File: src/rtl/mmu_fault_pkg.sv
`timescale 1ns/1ps
package mmu_fault_pkg;
  typedef enum logic [1:0] {
    ACC_LOAD  = 2'd0,
    ACC_STORE = 2'd1,
    ACC_FETCH = 2'd2,
    ACC_ILL   = 2'd3
  } acc_kind_e;

  typedef enum logic [1:0] {
    LU_HIT  = 2'd0,
    LU_PROT = 2'd1,
    LU_MISS = 2'd2,
    LU_UNDF = 2'd3
  } lu_res_e;

  localparam logic [4:0] CODE_PROT_DATA  = 5'd16;
  localparam logic [4:0] CODE_PROT_FETCH = 5'd17;
  localparam logic [4:0] CODE_MISS_DATA  = 5'd18;
  localparam logic [4:0] CODE_MISS_FETCH = 5'd19;
  localparam int unsigned STORE_BIT      = 10;
endpackage

File: src/rtl/mmu_avail_dec.sv
`timescale 1ns/1ps
module mmu_avail_dec (
  input  logic present_i,
  input  logic full_i,
  input  logic field_i,
  input  logic vm_i,
  output logic xlate_o
);
  logic avail;
  // a full configuration set must also confirm the MMU
  assign avail   = present_i & (~full_i | field_i);
  assign xlate_o = avail & vm_i;
endmodule

File: src/rtl/mmu_page_xlate.sv
`timescale 1ns/1ps
module mmu_page_xlate #(
  parameter int unsigned ADDR_W    = 32,
  parameter int unsigned PAGE_BITS = 12
) (
  input  logic              xlate_i,
  input  logic [ADDR_W-1:0] vaddr_i,
  input  logic [ADDR_W-1:0] pbase_i,
  input  logic [ADDR_W-1:0] vbase_i,
  output logic [ADDR_W-1:0] paddr_o
);
  localparam logic [ADDR_W-1:0] PAGE_MASK = ~((ADDR_W'(1) << PAGE_BITS) - ADDR_W'(1));

  logic [ADDR_W-1:0] vpage;
  assign vpage = vaddr_i & PAGE_MASK;

  always_comb begin
    if (xlate_i) paddr_o = pbase_i + vpage - vbase_i;
    else         paddr_o = vpage;
  end
endmodule

File: src/rtl/mmu_esr_gen.sv
`timescale 1ns/1ps
module mmu_esr_gen
  import mmu_fault_pkg::*;
#(
  parameter int unsigned ESR_W = 32
) (
  input  logic             xlate_i,
  input  acc_kind_e        kind_i,
  input  lu_res_e          res_i,
  output logic             fault_o,
  output logic             bad_o,
  output logic [ESR_W-1:0] code_o
);
  logic fetch;
  assign fetch = (kind_i == ACC_FETCH);

  always_comb begin
    fault_o = 1'b0;
    bad_o   = 1'b0;
    code_o  = '0;
    if (kind_i == ACC_ILL) begin
      bad_o = 1'b1;
    end else if (xlate_i) begin
      unique case (res_i)
        LU_HIT:  ;
        LU_PROT: begin
          fault_o     = 1'b1;
          code_o[4:0] = fetch ? CODE_PROT_FETCH : CODE_PROT_DATA;
        end
        LU_MISS: begin
          fault_o     = 1'b1;
          code_o[4:0] = fetch ? CODE_MISS_FETCH : CODE_MISS_DATA;
        end
        default: bad_o = 1'b1;
      endcase
      if (fault_o && kind_i == ACC_STORE) code_o[STORE_BIT] = 1'b1;
    end
  end
endmodule

File: src/rtl/mmu_fault_unit.sv
`timescale 1ns/1ps
module mmu_fault_unit
  import mmu_fault_pkg::*;
#(
  parameter int unsigned ADDR_W    = 32,
  parameter int unsigned PAGE_BITS = 12,
  parameter int unsigned ESR_W     = 32
) (
  input  logic              clk_i,
  input  logic              rst_ni,
  input  logic              mmu_present_i,
  input  logic              cfg_full_i,
  input  logic              cfg_mmu_field_i,
  input  logic              msr_vm_i,
  input  logic              req_valid_i,
  input  logic [ADDR_W-1:0] req_vaddr_i,
  input  logic [1:0]        req_kind_i,
  input  logic [1:0]        lu_result_i,
  input  logic [ADDR_W-1:0] lu_pbase_i,
  input  logic [ADDR_W-1:0] lu_vbase_i,
  input  logic              exc_clear_i,
  output logic              rsp_valid_o,
  output logic              rsp_hit_o,
  output logic              rsp_bypass_o,
  output logic [ADDR_W-1:0] rsp_paddr_o,
  output logic              mmu_exc_o,
  output logic              exc_pending_o,
  output logic              recursive_fault_o,
  output logic              error_o,
  output logic [ADDR_W-1:0] ear_o,
  output logic [ESR_W-1:0]  esr_o
);
  logic              xlate;
  logic              fault, bad, accept;
  logic [ESR_W-1:0]  code;
  logic [ADDR_W-1:0] paddr;

  logic              valid_q, hit_q, bypass_q, exc_q, pend_q, rec_q, err_q;
  logic [ADDR_W-1:0] paddr_q, ear_q;
  logic [ESR_W-1:0]  esr_q;

  mmu_avail_dec u_avail (
    .present_i (mmu_present_i),
    .full_i    (cfg_full_i),
    .field_i   (cfg_mmu_field_i),
    .vm_i      (msr_vm_i),
    .xlate_o   (xlate)
  );

  mmu_page_xlate #(.ADDR_W(ADDR_W), .PAGE_BITS(PAGE_BITS)) u_xlate (
    .xlate_i (xlate),
    .vaddr_i (req_vaddr_i),
    .pbase_i (lu_pbase_i),
    .vbase_i (lu_vbase_i),
    .paddr_o (paddr)
  );

  mmu_esr_gen #(.ESR_W(ESR_W)) u_esr (
    .xlate_i (xlate),
    .kind_i  (acc_kind_e'(req_kind_i)),
    .res_i   (lu_res_e'(lu_result_i)),
    .fault_o (fault),
    .bad_o   (bad),
    .code_o  (code)
  );

  assign accept = req_valid_i & fault & ~pend_q;

  always_ff @(posedge clk_i or negedge rst_ni) begin
    if (!rst_ni) begin
      valid_q  <= 1'b0;
      hit_q    <= 1'b0;
      bypass_q <= 1'b0;
      paddr_q  <= '0;
      exc_q    <= 1'b0;
      pend_q   <= 1'b0;
      rec_q    <= 1'b0;
      err_q    <= 1'b0;
      ear_q    <= '0;
      esr_q    <= '0;
    end else begin
      valid_q  <= req_valid_i;
      hit_q    <= req_valid_i & ~bad & ~fault;
      bypass_q <= req_valid_i & ~bad & ~xlate;
      if (req_valid_i) paddr_q <= paddr;
      exc_q    <= accept;
      rec_q    <= req_valid_i & fault & pend_q;
      err_q    <= req_valid_i & bad;
      pend_q   <= (pend_q & ~exc_clear_i) | accept;
      if (accept) begin
        ear_q <= req_vaddr_i;
        esr_q <= code;
      end
    end
  end

  assign rsp_valid_o       = valid_q;
  assign rsp_hit_o         = hit_q;
  assign rsp_bypass_o      = bypass_q;
  assign rsp_paddr_o       = paddr_q;
  assign mmu_exc_o         = exc_q;
  assign exc_pending_o     = pend_q;
  assign recursive_fault_o = rec_q;
  assign error_o           = err_q;
  assign ear_o             = ear_q;
  assign esr_o             = esr_q;
endmodule

File: config.mk
export PLATFORM = sky130hd
export DESIGN_NAME = mmu_fault_unit
export DESIGN_NICKNAME = d
export VERILOG_FILES = /design/src/rtl/mmu_fault_pkg.sv /design/src/rtl/mmu_avail_dec.sv /design/src/rtl/mmu_page_xlate.sv /design/src/rtl/mmu_esr_gen.sv /design/src/rtl/mmu_fault_unit.sv
export SDC_FILE = /design/constraint.sdc
export NUM_CORES = 1
export LEC_CHECK = 0
export BUFFER_PORTS_ARGS = -buffer_cell sky130_fd_sc_hd__buf_2
export CAP_MARGIN = 10
export CORE_UTILIZATION = 55
export DETAILED_ROUTE_END_ITERATION = 10
export PLACE_DENSITY_LB_ADDON = 0.05
export SETUP_SLACK_MARGIN = 0.05
export SYNTH_ARGS = -nofsm -noshare
export SYNTH_HDL_FRONTEND = slang
export SYNTH_SLANG_ARGS = --single-unit
File: constraint.sdc
create_clock -name clk_i -period 3.1 [get_ports clk_i]
set_clock_uncertainty 0.2 [all_clocks]
set_input_delay 0.31 -clock clk_i [delete_from_list [all_inputs] [get_ports clk_i]]
set_output_delay 0.31 -clock clk_i [all_outputs]
set_load 0.005 [all_outputs]
# --- Yosys cells after proc, flatten, opt, wreduce, memory -nomap -nowiden ---
# Cells that the tools add are included.
classes:
  n_addsub: 2
  n_reduce_logical: 4
  eq_ne: 5
  muxes: 17
  bitwise_logic: 18
ops:
  columns: ["op", "n"]
  rows:
  - ["adder 32 bit", 1]
  - ["two-way mux 32 bit", 1]
  - ["subtractor 32 bit", 1]
  - ["two-way mux 1 bit", 13]
  - ["bitwise AND 1 bit", 10]
  - ["two-way mux 5 bit", 2]
  - ["case mux 5 bit (2 select lines)", 1]
  - ["equality test 2 bit, second input constant", 3]
  - ["inverter 1 bit", 6]
  - ["equality test 2 x 1 -> 1 bit, second input constant", 2]
  - ["OR reduction 3 bit", 1]
  - ["zero test 2 bit", 1]
  - ["OR 1 bit", 2]
  - ["OR reduction 2 bit", 1]
  - ["logical AND 1 bit", 1]
word_totals:
  wordCells: 56
  in_bits: 108
  register_bits: 77

# --- Longest topological paths before layout ---
depth:
  depth_word: 11
  ltp_mapped: 12
  mapped_depth_nobuf: 12

# --- Hierarchy ---
# From an unflattened synthesis, not the netlist that was laid out.
hier_totals:
  hier_cells: 646
  area_unflattened_um2: 7040.5
modules_own_cells:
  columns: ["mod", "instances", "cells_each", "seq_area_each_um2", "area_each_um2"]
  rows:
  - ["mmu_fault_unit", 1, 219, 2577.5, 3948.8]
  - ["mmu_page_xlate", 1, 381, 0.0, 2753.9]
  - ["mmu_esr_gen", 1, 43, 0.0, 321.6]
  - ["mmu_avail_dec", 1, 3, 0.0, 16.3]

# --- Worst setup path before layout ---
# OpenSTA, ideal clock, no wires.
synth_path:
  path_kind: "input to register"
  startpoint: "input req_vaddr_i[14]"
  endpoint: "register paddr_q[25] (netlist: rsp_paddr_o[25])"
  t_arrival_ps: 2886
  path_slack_ps: -117
  t_required_ps: 2769
  n_path_buf: 1
  cell_stages: 12
  setup_ps: 131
  cell_sequence: "inv_1 > fa_1 > inv_1 > ha_1 > clkbuf_1 > a21oi_1 > o221ai_1 > a21oi_4 > o41ai_2 > a221o_1 > and4b_1 > or3_1"
synth_via:
  elab_chain_cells: 3
synth_lines:
  columns: ["item", "line_no", "source"]
  rows:
  - ["start: declaration", "mmu_fault_unit.sv:16", "input logic [ADDR_W-1:0] req_vaddr_i,"]
  - ["adder 32 bit", "mmu_page_xlate.sv:18", "if (xlate_i) paddr_o = pbase_i + vpage - vbase_i;"]
  - ["subtractor 32 bit", "mmu_page_xlate.sv:18", null]
  - ["two-way mux 32 bit", "mmu_page_xlate.sv:18", null]
  - ["end signal: assignment", "mmu_fault_unit.sv:85", "if (req_valid_i) paddr_q <= paddr;"]
  - ["end: declaration", "mmu_fault_unit.sv:39", "logic [ADDR_W-1:0] paddr_q, ear_q;"]
# Every way passes these cells.
# A chain may end at the register's enable or synchronous reset.

# --- Final worst setup path ---
layout_path:
  startpoint: "input req_vaddr_i[16]"
  endpoint: "register paddr_q[30] (netlist: rsp_paddr_o[30])"
# Same word-level chain as after synthesis.

==> impl_metrics.yaml <==
detailed_routing:
  drc: 0
  drt_iter0_drc: 316
  post_drt_wl_per_cell_um: 15.2
  routed_wl_mm: 16.2
  ant_nets: 0
  firstDrtPassIters: 5
  vias_per_cell: 5.23
  vias: 5580
layout:
  fillCellCount: 825
  area_growth_pct: 28.6
  nets: 1098
  multiInputGateArea_mm2: 0.00327
  seq_area_mm2: 0.00188
  final_area_mm2: 0.00742
  num_antenna_cells: 0
  drive_gt1_share_pct: 28.6
  instances_no_fill: 1066
  post-route-util_pct: 72.5
synth:
  yosys-top-cells-area: "dfrtp_1 (33%), ha_1 (9.8%), inv_1 (7.7%), fa_1 (6.9%), nand2_1 (6.5%)"
  synth_top_cells_by_count: "inv_1 (118), nand2_1 (100), dfrtp_1 (75)"
  synth_edf_count: 0
  async_flop_share_pct: 100
  synth_area_mm2: 0.00577
  synth.largest_area_cell: "dfrtp_1"
  synth_seq_area_share_pct: 32.5
  yosysWarnings: 0
  synth_cell_types: 63
  yosysMostFrequentCell: "inv_1"
  syn_inst: 693
  ys_ff_latch: 75
  avgSynthCellArea_um2: 8.33
  synthFlopType: "dfrtp_1"
  synth_top_area_share_pct: 32.5
worst_setup_path:
  path_cells: "buf_2, inv_1, fa_1, inv_1, ha_1, buf_4, nand2_1, o211ai_1, a32oi_1, a41oi_1, buf_4, a21oi_1, xor2_1, o221ai_1"
  cp_slowest_cell: "fa_1"
  crit_type: "in2reg"
  cp-end-kind: "register"
  cp.buffers_inverters: 5
  crit_fanout: 7
  worstPathArrival_ps: 2990
  startpoint_type: "primary input"
  worstReg2RegStart: "exc_pending_o"
  critPathTopFamily: "adder cells"
  critPathRequiredTime_ps: 3130
  max_stage_delay_ps: 550
  critPathLaunch: "req_vaddr_i[16]"
sta:
  hold_viol: 1
  fin_tns_setup_ps: 0
  slew_violations: 0
  finalCritPeriodShare_pct: 95.5
  timing.final.crit_period_ps: 2960
  rsz0062_at_grt: "no"
  setup_viol: 0
  holdWs_ps: -0.969
  worst_pin_slew_ps: 988
  fmax_mhz: 338
  relSlewSlack_pct: 34.2
clock_network:
  clk_latency_ps: 360
  clk_pin_slew_ps: 90
  cts-root-buf: "clkbuf_8"
  cts_tree: "built"
  cts_sinks: 75
  cts_inserted_buffers: 9
  cts_setup_buffers: 0
  ctsHtreeMaxLevel: 3
  cts_max_path_buffers: 2
place:
  dpl_cell_area_mm2: 0.00702
  port_buffers: 182
  placedCellCount: 1029
  place.gp.congestion: 0.916
  place_hpwl_mm: 12.4
power:
  switching_share_pct: 38.0
  share_comb_of_total_power_pct: 43.8
  ir_worst_vdd_uv: 212
  pwr-share-seq_pct: 35.0
  intPower_mw: 2.20
  p_leak_nw: 4.19
  power_density_mw_per_mm2: 479
  p_sw_mw: 1.35
  p_clk_share_pct: 21.1
outcome:
  failed_checks: "hold timing"
  outcome: "finished, violations left"
floorplanning:
  die_w_um: 104
  fp.dieArea_mm2: 0.0109
  die_h_um: 104
  row_count: 37
  io_pins: 211
  core-area_mm2: 0.0102
  initial_utilization_pct: 56.4
hold_path:
  hold_class: "in2reg"
  hold_path_startpoint: "req_vaddr_i[21]"
run:
  maxCapViolations: 0
global_route:
  grt_max_degree: 76
  track_usage_pct: 30.0
  overflow: 0
  grt_pass1_vias: 5330
  antenna_found_initial: 0
  grt_pass1_wl_mm: 25.7
kinds of logic after synthesis:
kind of cell,after synthesis,share of synthesized area (%)
AND/OR/NAND/NOR,189,15.0
buffers and inverters,174,13.1
AO/OA/AOI/OAI,161,18.2
flip-flops,75,32.5
adder cells (fa/ha/maj),65,16.7
XOR/XNOR,25,3.80
multiplexers,3,0.542
other,1,0.0650
worst reg2reg max path, cell delays in order, from the launching register on:
cell and delay, ps:
dfrtp_1 390, or4_2 660, inv_1 410, o2111ai_1 210, nand2_1 100
layout by cell type, fill, tap and decap left out, drive strengths merged, types with 2 or more instances in the layout:
master,instances
buf,229
inv,121
nand2,100
dfrtp,75
o21ai,50
ha,45
a21oi,36
conb,28
nor2,23
nand3,22
dlygate4sd3,21
fa,20
xnor2,14
a21o,13
xor2,11
a31oi,11
clkbuf,11
nor2b,8
and3,8
nor3,7
o221ai,7
o22ai,6
nand4,5
o21bai,5
o31ai,4
o211ai,3
o2111ai,3
and2,3
a31o,3
a211oi,3
a21boi,2
nand2b,2
o21a,2
mux2i,2
nor3b,2
nor4b,2
or3,2
a211o,2
timing repair:
action | 4_1_cts | 5_1_grt
endpoints found under the setup margin | 0 | 2
resized for setup | 0 | 1
hold endpoints to repair | 95 | 0
hold buffers | 21 | 0
power groups by stage:
stage	combinational [mW]	clock (mW)	sequential, mW
final	1.56	0.752	1.24
after floorplan	0.877	0	1.28
after CTS	1.55	0.767	1.24
after global routing	1.72	0.797	1.26
after global placement	1.50	0	1.26
after detailed placement	1.52	0	1.26
layout make-up:
type	instances	area share, %
clock buffer	11	1.91
clock inverter	5	0.573
inverter	118	5.97
multi-input combinational	471	44.1
sequential	75	25.3
tap	136	2.29
timing repair buffer	250	19.9
metal layers:
layer	vias up	routed length (um)	global-route usage (%)
met3	32	945	4.26
met2	229	7830	51.4
met1	2609	7020	38.8
li1	2710	-	-
met5	-	0	0
met4	0	362	10.0
per-stage QoR:
step                power [mW]  setup WS [ps]
floorplan                 2.16           56.1
global placement          2.75           -157
detailed placement        2.79           -233
CTS                       3.56            123
global route              3.79           60.7
finish                    3.56            138
path summary, 6_finish.rpt:
kind / to / slack [ps] / cells past startpoint
hold reg to reg: esr_o[4] / 270 / 1
setup / recovery: rsp_paddr_o[30] / 140 / 14
max in group asynchronous: rsp_paddr_o[10] / 1630 / 2
setup reg to reg: esr_o[0] / 1070 / 4
min in group asynchronous: rsp_paddr_o[24] / 440 / 2
hold / removal: rsp_paddr_o[21] / -1 / 3
flip-flops by register name, indices dropped and copies added (netlist names):
signal / cells
esr_o: 4
rsp_valid_o: 1
rsp_bypass_o: 1
rsp_paddr_o: 32
exc_pending_o: 1
ear_o: 32
recursive_fault_o: 1
error_o: 1
mmu_exc_o: 1
rsp_hit_o: 1
Note: power is estimated with default switching activity, not from simulation.
